--- config.mk ---
export PLATFORM = sky130hd
export DESIGN_NAME = crc_periph
export DESIGN_NICKNAME = d
export VERILOG_FILES = /design/src/rtl/crc_pkg.sv /design/src/rtl/crc_lane_align.sv /design/src/rtl/crc_fold_engine.sv /design/src/rtl/crc_out_shape.sv /design/src/rtl/crc_periph.sv
export SDC_FILE = /design/constraint.sdc
export NUM_CORES = 2
export LEC_CHECK = 0
export BUFFER_PORTS_ARGS = -buffer_cell sky130_fd_sc_hd__buf_4
export CAP_MARGIN = 40
export CORE_ASPECT_RATIO = 0.7
export CORE_MARGIN = 3
export CORE_UTILIZATION = 45
export CTS_BUF_LIST = sky130_fd_sc_hd__clkbuf_8
export DETAILED_ROUTE_END_ITERATION = 12
export PLACE_DENSITY_LB_ADDON = 0.08
export SLEW_MARGIN = 10
export SYNTH_ARGS = -nofsm -noshare
export SYNTH_HDL_FRONTEND = slang
export SYNTH_SLANG_ARGS = --single-unit
--- constraint.sdc ---
create_clock -name clk -period 48.9 [get_ports clk]
set_input_delay 9.78 -clock clk [delete_from_list [all_inputs] [get_ports clk]]
set_output_delay 9.78 -clock clk [all_outputs]
set_load 0.01 [all_outputs]
--- src/rtl/crc_pkg.sv ---
package crc_pkg;
  localparam int unsigned BUS_W = 32;
  localparam int unsigned LANES = BUS_W / 8;

  typedef enum logic [1:0] {
    IREV_NONE = 2'b00,
    IREV_BYTE = 2'b01,
    IREV_HALF = 2'b10,
    IREV_WORD = 2'b11
  } irev_e;

  typedef enum logic [1:0] {
    PSZ_32 = 2'b00,
    PSZ_16 = 2'b01,
    PSZ_8  = 2'b10,
    PSZ_7  = 2'b11
  } psize_e;

  function automatic logic [BUS_W-1:0] width_mask(psize_e s);
    case (s)
      PSZ_32:  return 32'hFFFF_FFFF;
      PSZ_16:  return 32'h0000_FFFF;
      PSZ_8:   return 32'h0000_00FF;
      default: return 32'h0000_007F;
    endcase
  endfunction

  function automatic logic [4:0] top_index(psize_e s);
    case (s)
      PSZ_32:  return 5'd31;
      PSZ_16:  return 5'd15;
      PSZ_8:   return 5'd7;
      default: return 5'd6;
    endcase
  endfunction

  function automatic logic [5:0] refl_shift(psize_e s);
    case (s)
      PSZ_32:  return 6'd0;
      PSZ_16:  return 6'd16;
      PSZ_8:   return 6'd24;
      default: return 6'd25;
    endcase
  endfunction

  // mirror bit order inside consecutive units of ub bits
  function automatic logic [BUS_W-1:0] rev_units(logic [BUS_W-1:0] v, int unsigned ub);
    logic [BUS_W-1:0] r;
    for (int unsigned i = 0; i < BUS_W; i++)
      r[i] = v[(i / ub) * ub + (ub - 1) - (i % ub)];
    return r;
  endfunction

  function automatic logic [BUS_W-1:0] byte_merge(logic [BUS_W-1:0] old_v,
                                                  logic [BUS_W-1:0] new_v,
                                                  logic [LANES-1:0] strb);
    logic [BUS_W-1:0] r;
    for (int unsigned l = 0; l < LANES; l++)
      r[l*8 +: 8] = strb[l] ? new_v[l*8 +: 8] : old_v[l*8 +: 8];
    return r;
  endfunction
endpackage

--- src/rtl/crc_lane_align.sv ---
module crc_lane_align
  import crc_pkg::*;
(
  input  logic [BUS_W-1:0] wdata,
  input  logic [LANES-1:0] wstrb,
  input  irev_e            irev,
  output logic             go,
  output logic [2:0]       nbytes,
  output logic [BUS_W-1:0] stream
);
  logic [1:0]       lo_lane;
  logic [BUS_W-1:0] raw, rev_b, rev_h, rev_w, picked;

  // strobe pattern -> access width and lowest lane
  always_comb begin
    go      = 1'b1;
    nbytes  = 3'd1;
    lo_lane = 2'd0;
    case (wstrb)
      4'b0001: lo_lane = 2'd0;
      4'b0010: lo_lane = 2'd1;
      4'b0100: lo_lane = 2'd2;
      4'b1000: lo_lane = 2'd3;
      4'b0011: nbytes  = 3'd2;
      4'b1100: begin nbytes = 3'd2; lo_lane = 2'd2; end
      4'b1111: nbytes  = 3'd4;
      default: begin go = 1'b0; nbytes = 3'd0; end
    endcase
  end

  // right-align the written bytes
  always_comb begin
    raw = wdata >> {lo_lane, 3'b000};
    case (nbytes)
      3'd1:    raw = raw & 32'h0000_00FF;
      3'd2:    raw = raw & 32'h0000_FFFF;
      3'd4:    raw = raw;
      default: raw = '0;
    endcase
  end

  assign rev_b = rev_units(raw, 8);
  assign rev_h = rev_units(raw, 16);
  assign rev_w = rev_units(raw, 32);

  // mirroring span is capped by the access width
  always_comb begin
    case (irev)
      IREV_NONE: picked = raw;
      IREV_BYTE: picked = rev_b;
      IREV_HALF: picked = (nbytes == 3'd1) ? rev_b : rev_h;
      default:   picked = (nbytes == 3'd1) ? rev_b :
                          (nbytes == 3'd2) ? rev_h : rev_w;
    endcase
  end

  // left-align so the first bit to fold sits at the MSB
  assign stream = picked << (6'd32 - {nbytes, 3'b000});
endmodule

--- src/rtl/crc_fold_engine.sv ---
module crc_fold_engine
  import crc_pkg::*;
(
  input  logic [BUS_W-1:0] crc_in,
  input  logic [BUS_W-1:0] poly,
  input  psize_e           psize,
  input  logic [BUS_W-1:0] stream,
  input  logic [2:0]       nbytes,
  output logic [BUS_W-1:0] crc_out
);
  logic [BUS_W-1:0] mask, pm;
  logic [4:0]       tidx;
  logic [5:0]       nbits;
  logic [BUS_W-1:0] st [BUS_W+1];

  assign mask  = width_mask(psize);
  assign pm    = poly & mask;
  assign tidx  = top_index(psize);
  assign nbits = {nbytes, 3'b000};
  assign st[0] = crc_in & mask;

  for (genvar k = 0; k < BUS_W; k++) begin : g_bit
    localparam logic [5:0] KPOS = 6'(k);
    logic active, fb;
    assign active  = KPOS < nbits;
    assign fb      = st[k][tidx] ^ stream[BUS_W-1-k];
    assign st[k+1] = active ? (((st[k] << 1) ^ (fb ? pm : '0)) & mask) : st[k];
  end

  assign crc_out = st[BUS_W];
endmodule

--- src/rtl/crc_out_shape.sv ---
module crc_out_shape
  import crc_pkg::*;
(
  input  logic [BUS_W-1:0] crc,
  input  psize_e           psize,
  input  logic             orev,
  output logic [BUS_W-1:0] result
);
  logic [BUS_W-1:0] masked, mirrored;

  assign masked   = crc & width_mask(psize);
  assign mirrored = rev_units(masked, BUS_W) >> refl_shift(psize);
  assign result   = orev ? mirrored : masked;
endmodule

--- src/rtl/crc_periph.sv ---
module crc_periph
  import crc_pkg::*;
#(
  parameter int unsigned      ADDR_W   = 5,
  parameter logic [BUS_W-1:0] INIT_RST = 32'hFFFF_FFFF,
  parameter logic [BUS_W-1:0] POLY_RST = 32'h04C1_1DB7
) (
  input  logic              clk,
  input  logic              rst,
  input  logic              wr_en,
  input  logic [ADDR_W-1:0] addr,
  input  logic [BUS_W-1:0]  wdata,
  input  logic [LANES-1:0]  wstrb,
  output logic [BUS_W-1:0]  rdata
);
  localparam logic [ADDR_W-1:0] A_DATA = ADDR_W'('h00);
  localparam logic [ADDR_W-1:0] A_CTRL = ADDR_W'('h04);
  localparam logic [ADDR_W-1:0] A_INIT = ADDR_W'('h10);
  localparam logic [ADDR_W-1:0] A_POLY = ADDR_W'('h14);

  logic [BUS_W-1:0] crc_q, init_q, poly_q;
  psize_e           psize_q;
  irev_e            irev_q;
  logic             orev_q, rld_q;

  logic             go;
  logic [2:0]       nbytes;
  logic [BUS_W-1:0] stream, folded, shaped;
  logic [7:0]       ctrl_cur, ctrl_nx;
  logic             ctrl_unused;

  crc_lane_align u_align (
    .wdata (wdata), .wstrb (wstrb), .irev (irev_q),
    .go (go), .nbytes (nbytes), .stream (stream)
  );

  crc_fold_engine u_fold (
    .crc_in (crc_q), .poly (poly_q), .psize (psize_q),
    .stream (stream), .nbytes (nbytes), .crc_out (folded)
  );

  crc_out_shape u_shape (
    .crc (crc_q), .psize (psize_q), .orev (orev_q), .result (shaped)
  );

  assign ctrl_cur    = {orev_q, irev_q, psize_q, 3'b000};
  assign ctrl_nx     = wstrb[0] ? wdata[7:0] : ctrl_cur;
  assign ctrl_unused = ^ctrl_nx[2:1];

  always_ff @(posedge clk) begin
    if (rst) begin
      crc_q   <= INIT_RST;
      init_q  <= INIT_RST;
      poly_q  <= POLY_RST;
      psize_q <= PSZ_32;
      irev_q  <= IREV_NONE;
      orev_q  <= 1'b0;
      rld_q   <= 1'b0;
    end else begin
      rld_q <= 1'b0;
      if (wr_en) begin
        case (addr)
          A_DATA: if (go) crc_q <= folded;
          A_CTRL: begin
            psize_q <= psize_e'(ctrl_nx[4:3]);
            irev_q  <= irev_e'(ctrl_nx[6:5]);
            orev_q  <= ctrl_nx[7];
            if (ctrl_nx[0]) begin
              crc_q <= init_q & width_mask(psize_e'(ctrl_nx[4:3]));
              rld_q <= 1'b1;
            end
          end
          A_INIT: init_q <= byte_merge(init_q, wdata, wstrb);
          A_POLY: poly_q <= byte_merge(poly_q, wdata, wstrb);
          default: ;
        endcase
      end
    end
  end

  always_comb begin
    case (addr)
      A_DATA:  rdata = shaped;
      A_CTRL:  rdata = {24'b0, orev_q, irev_q, psize_q, 2'b00, rld_q};
      A_INIT:  rdata = init_q;
      A_POLY:  rdata = poly_q;
      default: rdata = '0;
    endcase
  end

  // reload takes the masked start value on the edge of the control write
  p_reload_r5: assert property (@(posedge clk) disable iff (rst)
    (wr_en && addr == A_CTRL && wstrb[0] && wdata[0])
    |=> crc_q == ($past(init_q) & width_mask(psize_e'($past(wdata[4:3])))));

  p_flag_clear_r5: assert property (@(posedge clk) disable iff (rst)
    (rld_q && !(wr_en && addr == A_CTRL && wstrb[0] && wdata[0])) |=> !rld_q);

  p_bad_strobe_r4: assert property (@(posedge clk) disable iff (rst)
    (wr_en && addr == A_DATA &&
     !(wstrb inside {4'b0001, 4'b0010, 4'b0100, 4'b1000, 4'b0011, 4'b1100, 4'b1111}))
    |=> $stable(crc_q));

  p_quiet_hold_r9: assert property (@(posedge clk) disable iff (rst)
    !(wr_en && (addr == A_DATA || addr == A_CTRL)) |=> $stable(crc_q));

  p_rd_mask_r8: assert property (@(posedge clk) disable iff (rst)
    (addr == A_DATA) |-> (rdata & ~width_mask(psize_q)) == '0);
endmodule

* Yosys cells after proc, flatten, opt, wreduce, memory -nomap -nowiden
Index checks and enable logic that the tools add are counted.
** Word-level totals
- Register bits after elaboration :: 102
- Latch bits :: 0
- Bits in writable memories :: 0
- ROM bits :: 0
- Input bits :: 44
- Memories :: 0
** Operators by class
- $add $sub $neg :: 1
- Multipliers :: 0
- Divide/modulo/power cells :: 0
- $lt $le $gt $ge :: 33
- Eq/ne operators :: 21
- Shifts and indexed selects :: 3
- Muxes and demuxes :: 151
- Bitwise logic cells :: 101
- Reduce and logical (&&, ||, !) cells :: 21
** Operator list (count)
- 2-to-1 mux 32 bit :: 74
- bitwise AND 32 bit :: 35
- bitwise XOR 32 bit :: 32
- case mux 32 bit (3 select lines) :: 4
- binary-select mux 1 bit (select 5 bit) :: 32
- case mux 32 bit (4 select lines) :: 1
- < comparator 5 x 6 -> 1 bit, first input constant :: 16
- case mux 32 bit (2 select lines) :: 1
- right shift 32 x 5 -> 32 bit :: 2
- < comparator 4 x 6 -> 1 bit, first input constant :: 8
- 2-to-1 mux 1 bit :: 34
- << shifter 32 x 6 -> 32 bit :: 1
- bitwise XOR 1 bit :: 32
- case mux 5 bit (3 select lines) :: 2
- AND reduction 3 bit :: 9
- < comparator 3 x 6 -> 1 bit, first input constant :: 4
- equality test 4 bit, second input constant :: 3
- < comparator 1 x 6 -> 1 bit, first input constant :: 2
- < comparator 2 x 6 -> 1 bit, first input constant :: 2
- equality test 5 bit, second input constant :: 2
- case mux 3 bit (3 select lines) :: 1
- equality test 4 x 2 -> 1 bit, second input constant :: 2
- OR reduction 7 bit :: 1
- equality test 2 x 1 -> 1 bit, second input constant :: 3
- other kinds (21) :: 28

* Longest topological paths before layout
- Depth after elaboration :: 233
- Mapped depth :: 157

* Cells and area by module
Synthesis repeated with hierarchy kept, for this count alone.
** Unflattened totals
- Cell total of the unflattened synthesis :: 5691
- Area total of the unflattened synthesis :: 36212.2 um2
** By module, submodules not included
- crc_fold_engine :: instances 1, cells each 4583, area each 27306.2 um2
- crc_periph :: instances 1, cells each 483, area each 4762.1 um2
- crc_lane_align :: instances 1, cells each 515, area each 3291.9 um2
- crc_out_shape :: instances 1, cells each 110, area each 852.1 um2

* Worst setup path before layout
No wires, ideal clock.
- Path type :: input to register
- Start point :: input port wstrb[2]
- End point :: register crc_q[11]
- Library setup time :: 65 ps
- Arrival :: 43468 ps
- Path slack :: 5367 ps
- Stages on the path :: 143
- Buffers on the path :: 27
- Cells stage by stage :: buf_4 > buf_6 > clkbuf_1 > nand4_1 > buf_6 > clkinv_1 > buf_4 > clkbuf_1 > buf_6 > buf_6 > buf_2 > buf_6 > clkbuf_1 > clkbuf_1 > clkbuf_1 > buf_1 > ha_1 > nor2b_1 > (+107 left out) > and3_1 > or2_1 > clkbuf_1 > a2111oi_0 > nor3_1 > a311oi_2 > a21oi_2 > xnor2_2 > o311a_1 > a21boi_1 > or3_4 > a2111oi_2 > nor3_2 > a2111oi_4 > a221oi_1 > buf_4 > or4_1 > nand4b_1
** On the way
- Word-level cells in the longest chain between the ends :: 233
** Ends and longest elaborated chain
- start: declaration :: line crc_periph.sv:13 : input logic [LANES-1:0] wstrb,
- equality test 4 x 3 -> 1 bit, or another cell as far along :: line crc_lane_align.sv:19 : case (wstrb)
- OR reduction 2 bit (no line) / OR reduction 4 bit (equally long branches)
- case mux 2 bit (3 select lines) / case mux 3 bit (3 select lines) (equally long branches) :: line crc_lane_align.sv:19
- right shift 32 x 5 -> 32 bit, or another cell as far along :: line crc_lane_align.sv:33 : raw = wdata >> {lo_lane, 3'b000};
- case mux 32 bit (3 select lines) :: line crc_lane_align.sv:34 : case (nbytes)
- 2-to-1 mux 32 bit :: line crc_lane_align.sv:53 : (nbytes == 3'd2) ? rev_h : rev_w;
- 2-to-1 mux 32 bit :: line crc_lane_align.sv:52 : default: picked = (nbytes == 3'd1) ? rev_b :
- case mux 32 bit (3 select lines) :: line crc_lane_align.sv:48 : case (irev)
- (+217 left out)
- 2-to-1 mux 1 bit (not written as such) :: line crc_fold_engine.sv:26 : assign fb = st[k][tidx] ^ stream[BUS_W-1-k];
- bitwise XOR 1 bit :: line crc_fold_engine.sv:26
- 2-to-1 mux 32 bit :: line crc_fold_engine.sv:27 : assign st[k+1] = active ? (((st[k] << 1) ^ (fb ? pm : '0)) & mask) : st[k];
- bitwise XOR 32 bit :: line crc_fold_engine.sv:27
- bitwise AND 32 bit :: line crc_fold_engine.sv:27
- 2-to-1 mux 32 bit :: line crc_fold_engine.sv:27
- 2-to-1 mux 32 bit :: line crc_periph.sv:63 : A_DATA: if (go) crc_q <= folded;
- case mux 32 bit (2 select lines) :: line crc_periph.sv:62 : case (addr)
- end signal: assignment :: line crc_periph.sv:63
- end signal: assignment :: line crc_periph.sv:69 : crc_q <= init_q & width_mask(psize_e'(ctrl_nx[4:3]));
- end: declaration :: line crc_periph.sv:21 : logic [BUS_W-1:0] crc_q, init_q, poly_q;
Several ways; a longest one is shown, not always the timed one. The select of a mux whose other input is x is not followed.
A chain may end at the register's enable or synchronous reset.

* Worst setup path after layout
- Start point :: input port wstrb[0]
- End point :: register crc_q[14]
Same word-level chain as after synthesis.

==> qor.yml <==
timing:
  rsz0062_at_grt: "no"
  setup_slack_ns: 1.94
  holdWs_ns: 0.466
  slew_headroom_pct: 26.8
  drv_slew: 0
  setup_viol: 0
  fin_setup_tns_ns: 0
  final-hold-violation-count: 0
  finClkSkew_ns: 0.0338
  fin_crit_ns: 46.96
  fmax_mhz: 21.3
  tightest_slew_ns: 1.09
  fin_crit_sh_pct: 96.0
placed_design:
  pre_cts_ws_ns: 1.62
  place_hpwl_um: 157000
  placed_cells: 6617
  place_congestion: 1.07
  io_buffers: 75
clocking:
  clock-sinks: 102
  cts_buffer_depth: 2
  cts_inserted_buffers: 9
  cts_hold_repair.buffers: 0
  path_clk_slew_ns: 0.11
  htree_levels: 3
  cts_tree: "yes"
  cts-root-buf: "clkbuf_8"
  clkLatencyLatePin_ns: 0.44
cells_and_area:
  drive_gt1_share_pct: 10.3
  nNetsFinal: 5632
  fin_cells: 6655
  regArea_sq_um: 2050
  fillers: 8561
  multi_input_area_sq_um: 31400
  syn_to_final_growth_pct: 4.04
synth:
  synth_top_cell_area_share_pct: 15.1
  ys_warn_count: 0
  synth.distinct_cells: 158
  ys_seq_elements: 102
  synthTopCellsByCount: "nor2_1 (882), nand2_1 (852), xnor2_1 (622)"
  yosys.area.top_type: "xnor2_1"
  synth_enable_flop_cells: 0
  synth_area_per_cell_sq_um: 6.27
  synth_most_common_cell: "nor2_1"
  synth_nets: 5809
  synth_area_sq_um: 36200
  ys_seq_area_share_pct: 5.65
  synth.area.top_cells: "xnor2_1 (15%), nor2_1 (9.2%), nand2_1 (8.8%)"
  synth-async-reset-ratio_pct: 0
  synth-main-ff-cell: "dfxtp_1"
  synthCells: 5764
detailed_routing:
  vias: 45636
  avgViaCountPerCell: 6.86
  drt_iter0_drc: 7636
  drtPass1Iterations: 7
  wirelength_um: 212000
  wl_per_cell_um: 31.9
  ant_nets: 0
  drcViolationCount: 0
floorplanning:
  core.rowCount: 86
  coreArea_sq_um: 79200
  die-area_sq_um: 83800
  die_w_um: 345
  die_h_um: 243
  pin_count: 76
  start_util_pct: 45.7
pwr:
  pwr-share-clk_pct: 6.3
  powerDensity_nw_per_um2: 24.5
  intPower_uw: 371
  seqPwrFrac_pct: 9.3
  ir_drop_mv: 0.0132
  leakage_uw: 0.0138
  switching_power_uw: 551
  comb_power_share_pct: 84.4
  p_sw_share_pct: 59.7
global_routing:
  grt.total_usage_pct: 48.3
  gr-total-overflow: 0
  grt_first_pass_wirelength_um: 299000
  antenna_found_initial: 7
  grt_pass1_vias: 39952
  grt_max_degree: 73
worst_setup_path:
  reg2reg_slack_ns: 11.97
  crit_family: "compound AO/OA/AOI/OAI gates"
  path_max_fanout: 36
  crit_type: "input port to flip-flop"
  cp.arrival_ns: 47.30
  cp_num_buf_inv: 11
  cpPeakStageDelay_ns: 0.78
  worstPathRequired_ns: 49.24
  cp-start-kind: "input port"
  cp_slowest_cell: "a2111oi_2"
  worst_setup_path_end_kind: "flip-flop"
  crit_top_cell: "buf_4"
run_status:
  outcome: "finished, final reports clean"
hold_path:
  min_path_type: "flip-flop to flip-flop"
flow_run:
  maxCapViolCount: 0
flip-flops by register name, summed over array words and instances, names as in the netlist:
register and cells:
irev_q 2, init_q 32, crc_q 32, orev_q 1, psize_q 2, rld_q 1
poly_q 32
area by class of cell:
cell class / count / area share [%]
multi-input combinational: 5110 / 83.4
timing repair buffer: 329 / 6.71
sequential: 102 / 5.46
tap: 1056 / 3.51
inverter: 35 / 0.359
clock buffer: 9 / 0.329
clock inverter: 7 / 0.176
antenna: 7 / 0.0466
power by group through the flow:
stage	Combinational [uW]	Clock, uW	Sequential [uW]
after floorplan	519	0	85.9
after global placement	730	0	87.2
after detailed placement	731	0	87.2
after CTS	735	57.3	85.3
after global routing	815	60.2	85.4
final	778	58.0	85.5
stage by stage:
stage,total power [uW],util [%],instance area [sq um]
final,922,47.5,37600
after global routing,961,47.5,37600
after CTS,878,47.2,37400
after detailed placement,819,47.0,37200
after global placement,817,46.7,37000
after floorplan,604,-,36200
logic make-up (layout without fill, tap and decap cells):
group	count (synthesis)	in the layout	share of synthesized area, %
flip-flops	102	102	5.65
XOR/XNOR	775	775	19.2
other	0	7	0
adder cells (fa/ha/maj)	1	1	0.0346
multiplexers	145	145	4.75
buffers and inverters	552	380	8.29
AO/OA/AOI/OAI	1507	1507	27.3
AND/OR/NAND/NOR	2682	2682	34.8
per-layer routing:
layer / part of all wire [%] / vias to the layer above / GRT usage (%)
li1: - / 19928 / -
met1: 41 / 21343 / 69.1
met2: 36 / 3723 / 60.3
met3: 18 / 638 / 21.0
met4: 5.8 / 4 / 22.3
met5: 0.035 / - / 0
cells in the final DEF, fill, tap and decap left out, types with 63 or more instances in the layout:
cell / instances
nor3_1: 125
xnor2_1: 617
a21oi_1: 487
nand2_1: 850
a31oi_1: 68
mux2i_1: 105
and2_1: 83
and3_1: 89
o21ai_1: 63
nor2_1: 874
nand3_1: 136
dfxtp_1: 93
o21ai_0: 326
buf_4: 309
xor2_1: 139
or3_1: 140
worst paths after layout:
| path | depth (start not counted) | start | to |
|---|---|---|---|
| setup / recovery | 128 | wstrb[0] | crc_q[14] |
| hold / removal | 2 | poly_q[17] | poly_q[17] |
| setup reg to reg | 123 | irev_q[1] | crc_q[14] |
| hold reg to reg | 2 | poly_q[17] | poly_q[17] |
tightest hold or removal path: cells and delay by family (launching register included):
family	cells	cell delay, ns
flip-flops	1	0.33
AND/OR/NAND/NOR	1	0.05
AO/OA/AOI/OAI	1	0.05
timing repair:
item / CTS / global route
endpoints found under the hold margin: 0 / 0
gates resized for setup: 0 / 14
setup buffers: 0 / 11
endpoints found under the setup margin: 0 / 32
(Power assumes the default switching activity.)
